$ cat config.mk
export PLATFORM = sky130hd
export DESIGN_NAME = bcd_preset_timer
export DESIGN_NICKNAME = d
export VERILOG_FILES = /design/src/rtl/bcdt_pkg.sv /design/src/rtl/bcdt_digit.sv /design/src/rtl/bcdt_compare.sv /design/src/rtl/bcdt_ctrl.sv /design/src/rtl/bcd_preset_timer.sv
export SDC_FILE = /design/constraint.sdc
export NUM_CORES = 1
export LEC_CHECK = 0
export ABC_CLOCK_PERIOD_IN_PS = 2500
export BUFFER_PORTS_ARGS = -buffer_cell sky130_fd_sc_hd__buf_2
export CORE_ASPECT_RATIO = 0.7
export CORE_MARGIN = 2
export CORE_UTILIZATION = 47
export DETAILED_ROUTE_END_ITERATION = 8
export PLACE_DENSITY = 0.85
export SETUP_SLACK_MARGIN = 0.15
export SLEW_MARGIN = 20
export SYNTH_ARGS = -nofsm -noshare
export SYNTH_HDL_FRONTEND = slang
export SYNTH_SLANG_ARGS = --single-unit
$ cat constraint.sdc
create_clock -name clk -period 2.5 [get_ports clk]
set_clock_uncertainty 0.1 [all_clocks]
set_input_delay 0.25 -clock clk [delete_from_list [all_inputs] [get_ports clk]]
set_output_delay 0.25 -clock clk [all_outputs]
set_load 0.01 [all_outputs]
$ cat src/rtl/bcdt_pkg.sv
package bcdt_pkg;
  localparam int unsigned DIG_W = 4;
  localparam logic [DIG_W-1:0] DIG_MAX = 4'd9;

  typedef enum logic [1:0] {
    ST_IDLE,
    ST_RUN,
    ST_DONE,
    ST_FAULT
  } tmr_state_e;
endpackage

$ cat src/rtl/bcdt_digit.sv
module bcdt_digit #(
  parameter int unsigned W = 4
) (
  input  logic         clk,
  input  logic         rst,
  input  logic         clr,
  input  logic         inc,
  input  logic [W-1:0] limit,
  output logic [W-1:0] q,
  output logic [W-1:0] q_next,
  output logic         at_limit
);
  // at or above limit counts as the wrap point, so a stray value self-corrects
  always_comb begin
    at_limit = (q >= limit);
    q_next   = q;
    if (clr)
      q_next = '0;
    else if (inc)
      q_next = at_limit ? '0 : q + 1'b1;
  end

  always_ff @(posedge clk) begin
    if (rst)
      q <= '0;
    else
      q <= q_next;
  end
endmodule

$ cat src/rtl/bcdt_compare.sv
module bcdt_compare #(
  parameter int unsigned NDIG = 2,
  parameter int unsigned W    = 4
) (
  input  logic [NDIG*W-1:0] tgt,
  input  logic [NDIG*W-1:0] nxt,
  output logic              hit,
  output logic              tgt_valid,
  output logic              tgt_zero
);
  logic [NDIG-1:0] dig_ok;

  for (genvar i = 0; i < NDIG; i++) begin : g_chk
    assign dig_ok[i] = (tgt[i*W +: W] <= bcdt_pkg::DIG_MAX);
  end

  assign hit       = (nxt == tgt);
  assign tgt_valid = &dig_ok;
  assign tgt_zero  = (tgt == '0);
endmodule

$ cat src/rtl/bcdt_ctrl.sv
module bcdt_ctrl (
  input  logic clk,
  input  logic rst,
  input  logic start,
  input  logic tick,
  input  logic tgt_valid,
  input  logic tgt_zero,
  input  logic hit_next,
  output logic clr,
  output logic adv,
  output logic running,
  output logic alarm,
  output logic error
);
  import bcdt_pkg::*;

  tmr_state_e state_q;

  assign running = (state_q == ST_RUN);
  assign alarm   = (state_q == ST_DONE);
  assign error   = (state_q == ST_FAULT);
  assign clr     = start;
  assign adv     = running && tick && !start;

  always_ff @(posedge clk) begin
    if (rst)
      state_q <= ST_IDLE;
    else if (start) begin
      if (!tgt_valid)
        state_q <= ST_FAULT;
      else if (tgt_zero)
        state_q <= ST_DONE;
      else
        state_q <= ST_RUN;
    end else if (adv && hit_next)
      state_q <= ST_DONE;
  end
endmodule

$ cat src/rtl/bcd_preset_timer.sv
module bcd_preset_timer #(
  parameter int unsigned NDIG      = 2,
  parameter int unsigned SHORT_DIG = 1,
  parameter logic [3:0]  SHORT_MAX = 4'd5
) (
  input  logic                         clk,
  input  logic                         rst,
  input  logic                         start,
  input  logic                         tick,
  input  logic                         mod60_en,
  input  logic [NDIG*bcdt_pkg::DIG_W-1:0] target_bcd,
  output logic [NDIG*bcdt_pkg::DIG_W-1:0] count_bcd,
  output logic                         running,
  output logic                         alarm,
  output logic                         error
);
  localparam int unsigned W  = bcdt_pkg::DIG_W;
  localparam int unsigned VW = NDIG * W;

  logic          mode_q;
  logic          clr, adv, hit, tgt_valid, tgt_zero;
  logic [NDIG-1:0] inc_v, at_lim;
  logic [VW-1:0] nxt_bcd;

  always_ff @(posedge clk) begin
    if (rst)
      mode_q <= 1'b0;
    else if (start)
      mode_q <= mod60_en;
  end

  // ripple-free carry: each digit steps when all lower digits sit at their wrap point
  always_comb begin
    inc_v[0] = adv;
    for (int i = 1; i < NDIG; i++)
      inc_v[i] = inc_v[i-1] & at_lim[i-1];
  end

  for (genvar i = 0; i < NDIG; i++) begin : g_dig
    logic [W-1:0] lim;
    if (i == SHORT_DIG) begin : g_short
      assign lim = mode_q ? SHORT_MAX : bcdt_pkg::DIG_MAX;
    end else begin : g_full
      assign lim = bcdt_pkg::DIG_MAX;
    end

    bcdt_digit #(.W(W)) u_digit (
      .clk      (clk),
      .rst      (rst),
      .clr      (clr),
      .inc      (inc_v[i]),
      .limit    (lim),
      .q        (count_bcd[i*W +: W]),
      .q_next   (nxt_bcd[i*W +: W]),
      .at_limit (at_lim[i])
    );
  end

  bcdt_compare #(.NDIG(NDIG), .W(W)) u_cmp (
    .tgt       (target_bcd),
    .nxt       (nxt_bcd),
    .hit       (hit),
    .tgt_valid (tgt_valid),
    .tgt_zero  (tgt_zero)
  );

  bcdt_ctrl u_ctrl (
    .clk       (clk),
    .rst       (rst),
    .start     (start),
    .tick      (tick),
    .tgt_valid (tgt_valid),
    .tgt_zero  (tgt_zero),
    .hit_next  (hit),
    .clr       (clr),
    .adv       (adv),
    .running   (running),
    .alarm     (alarm),
    .error     (error)
  );
endmodule

==> metrics.csv <==
stage;metric;value;unit
die;Die Area;2470;um^2
routing;Post-Route WL;3190;um
sta;final worst slack;0.0705;ns
logic_synthesis;Primary FF master, synth;dfxtp_1;
sta;post-layout minimum cycle time;2.43;ns
die;io pins;24;
global_route;number of global-route vias before repair;1114;
logic_synthesis;post-synth cell types;43;
worst_setup_path;Worst R2R Setup Slack;0.07;ns
power_and_ir_drop;power per cell area;279;nW/um^2
clock_tree;clk sinks;11;
layout;antenna cells;0;
logic_synthesis;Yosys warning count;0;
layout;proportion of layout cells with a drive suffix above 1;43.6;%
power_and_ir_drop;internal power;270;uW
routing;Vias;1195;
placed_design;Port Buf Inserts;23;
logic_synthesis;register bit total from synthesis;11;
clock_tree;CTS tree;built;
layout;Layout Nets;194;
placed_design;placed cell area;1260;um^2
global_route;first-pass GRT wire length;4950;um
outcome;status;completed;
logic_synthesis;synthesized cell area;978;um^2
die;die height;42.2;um
sta;Fmax achieved;0.412;GHz
sta;max-slew violations;0;
sta;RSZ-0062 raised after global routing;true;
sta;max_slew headroom;73.1;%
global_route;total gr overflow;0;
placed_design;DP HPWL;2270;um
logic_synthesis;Syn Nets;152;
sta;Worst-Margin Slew;0.402;ns
routing;vias per cell;6.16;
layout;Layout area overhead;41.4;%
logic_synthesis;Mean Syn Cell Area;7.47;um^2
sta;Fin Setup TNS;0;ns
worst_setup_path;critical path endpoint category;flip-flop;
flow_run;max cap viols;0;
worst_setup_path;Critical Path RT;2.56;ns
clock_tree;root buffer cell;clkbuf_4;
sta;WHS;0.0790;ns
die;Die Span X;58.5;um
global_route;pin count of the biggest net entering global routing;18;
power_and_ir_drop;Net Sw Frac;30.2;%
global_route;initial antenna violation count;0;
power_and_ir_drop;Max IR drop VDD;0.303;mV
die;Rows;13;
layout;post-route cell area;1380;um^2
clock_tree;Post-CTS Hold Buffers;0;
clock_tree;CTS Buffer Depth;2;
power_and_ir_drop;leakage;0.000598;uW
placed_design;Placer Congestion;0.960;
worst_setup_path;CP max FO;5;
power_and_ir_drop;Clock power frac;33.3;%
logic_synthesis;Seq/Total Area, Yosys;22.5;%
die;Initial Util;51.4;%
power_and_ir_drop;register share of total power;46.7;%
layout;post-route core utilization;72.7;%
logic_synthesis;Post-synth ARST share;0;%
clock_tree;clock latency on the worst-skew pair;0.28;ns
worst_setup_path;kind of critical path;reg -> reg;
layout;FF+latch area;236;um^2
routing;DR DRC count;0;
clock_tree;H-tree levels;1;
layout;final-layout fill cell count;148;
worst_setup_path;crit start category;flip-flop;
power_and_ir_drop;switching power;117;uW
routing;Initial DRT Pass Iterations;4;
sta;setup violators final;0;
sta;final hold vios;0;
clock_tree;Num CTS Buffers;3;
worst_hold_path;Hold Path Class;in -> reg;
logic_synthesis;number of synthesized flops with an enable pin;0;
routing;antenna-violating nets left;0;
routing;Iter 0 DRT Violations;111;
clock_tree;Worst-path clk slew;0.07;ns
sta;crit share post-route;97.2;%
placed_design;Placement Setup Slack;-0.0776;ns
layout;multi-input logic area;786;um^2
logic_synthesis;Mapped Cells;131;
power_and_ir_drop;Logic pwr share;20.0;%
worst_setup_path;Critical Path AT;2.49;ns
routing;DR WL/cell;16.5;um
global_route;GRT Util Overall;26.0;%
die;Core Region;1900;um^2
-- synth_stat cells (2+ instances only) --
cell type / n / share of area, %
nand3_1: 2 / 1.0
clkbuf_1: 3 / 1.2
ha_1: 8 / 10
nor2b_1: 2 / 1.3
nor2_1: 14 / 5.4
o211ai_1: 3 / 2.3
nand2b_1: 4 / 2.6
buf_2: 2 / 1.0
inv_1: 10 / 3.8
dfxtp_1: 11 / 23
and3_1: 2 / 1.3
o21ai_0: 8 / 4.1
nand2_1: 9 / 3.5
nor3_1: 2 / 1.0
nor4_1: 7 / 4.5
or2_2: 2 / 1.3
xnor2_1: 2 / 1.8
a31oi_1: 3 / 1.9
a21oi_1: 13 / 6.6
-- state kept, by name, indices dropped and copies added, names as in the netlist --
name	count
u_ctrl.state_q	2
g_dig.u_digit.q	8
mode_q	1
-- power groups by stage --
stage                     Combinational, uW  Sequential [uW]  Clock [uW]
final                                  77.2              181         129
after global routing                   82.8              182         141
after CTS                              73.3              181         133
after detailed placement               68.5              185           0
after global placement                 67.1              185           0
after floorplan                        40.4              184           0
-- per-layer routing --
metal	share of wire (%)	track usage (%)	routed length, um	vias up
met2	44	37.8	1400	71
met5	0	0	0	-
met3	11	6.48	364	6
met1	43	36.3	1380	553
met4	1.5	10.2	48	0
li1	-	-	-	565
-- what timing repair did --
| item | in CTS | in global routing |
|---|---|---|
| hold endpoints to repair | 0 | 0 |
| gates resized for setup | 10 | 8 |
| buffers inserted | 4 | 0 |
| endpoints found under the setup margin | 2 | 2 |
| pin swaps | 8 | 6 |
-- layout make-up --
cell class | count | area share [%]
clock buffer | 3 | 1.63
inverter | 10 | 2.71
timing repair buffer | 43 | 19.4
multi-input combinational | 104 | 56.8
sequential | 11 | 17.1
clock inverter | 1 | 0.362
tap | 22 | 1.99
-- placed cells by master (no fill, tap or decap), drive strengths merged, types with 2 or more instances in the layout --
cell,count
a21oi,13
a31oi,3
and3,2
buf,43
clkbuf,3
dfxtp,11
ha,8
inv,10
nand2,9
nand2b,4
nand3,3
nor2,14
nor2b,2
nor3,2
nor4,8
o211ai,3
o21ai,8
o41ai,2
or2,2
xnor2,2
-- kinds of logic (layout without fill, tap and decap cells) --
| logic type | Yosys count | in the layout | share of synthesized area [%] |
|---|---|---|---|
| XOR/XNOR | 2 | 2 | 1.79 |
| AO/OA/AOI/OAI | 39 | 39 | 26.3 |
| flip-flops | 11 | 11 | 22.5 |
| multiplexers | 2 | 2 | 2.17 |
| adder cells (fa/ha/maj) | 8 | 8 | 10.2 |
| AND/OR/NAND/NOR | 53 | 53 | 30.2 |
| buffers and inverters | 16 | 57 | 6.78 |
-- metrics by stage --
step | std cells | power (uW)
6_report | 194 | 387
2_1_floorplan | 131 | 225
5_1_grt | 194 | 406
4_1_cts | 194 | 387
3_5_place_dp | 186 | 253
3_3_place_gp | 186 | 252
-- worst max-delay path, stage by stage (launching register included) --
cell and delay [ns]:
dfxtp_4 0.37, inv_2 0.05, ha_2 0.18, or3b_4 0.25
nand3_4 0.09, buf_4 0.15, o211ai_1 0.17, o41ai_1 0.11
or4_4 0.46, nor4_4 0.28, o32ai_1 0.10
-- path summary, 6_finish.rpt --
| check | startpoint | endpoint | cells past startpoint |
|---|---|---|---|
| setup / recovery | g_dig[0].u_digit.q[0]$_SDFF_PP0_ | u_ctrl.state_q[0]$_SDFFE_PP0P_ | 10 |
| hold / removal | rst | mode_q$_SDFFE_PP0P_ | 2 |
| setup reg to reg | g_dig[0].u_digit.q[0]$_SDFF_PP0_ | u_ctrl.state_q[0]$_SDFFE_PP0P_ | 10 |
| hold reg to reg | mode_q$_SDFFE_PP0P_ | mode_q$_SDFFE_PP0P_ | 2 |
(Power assumes the default switching activity.)
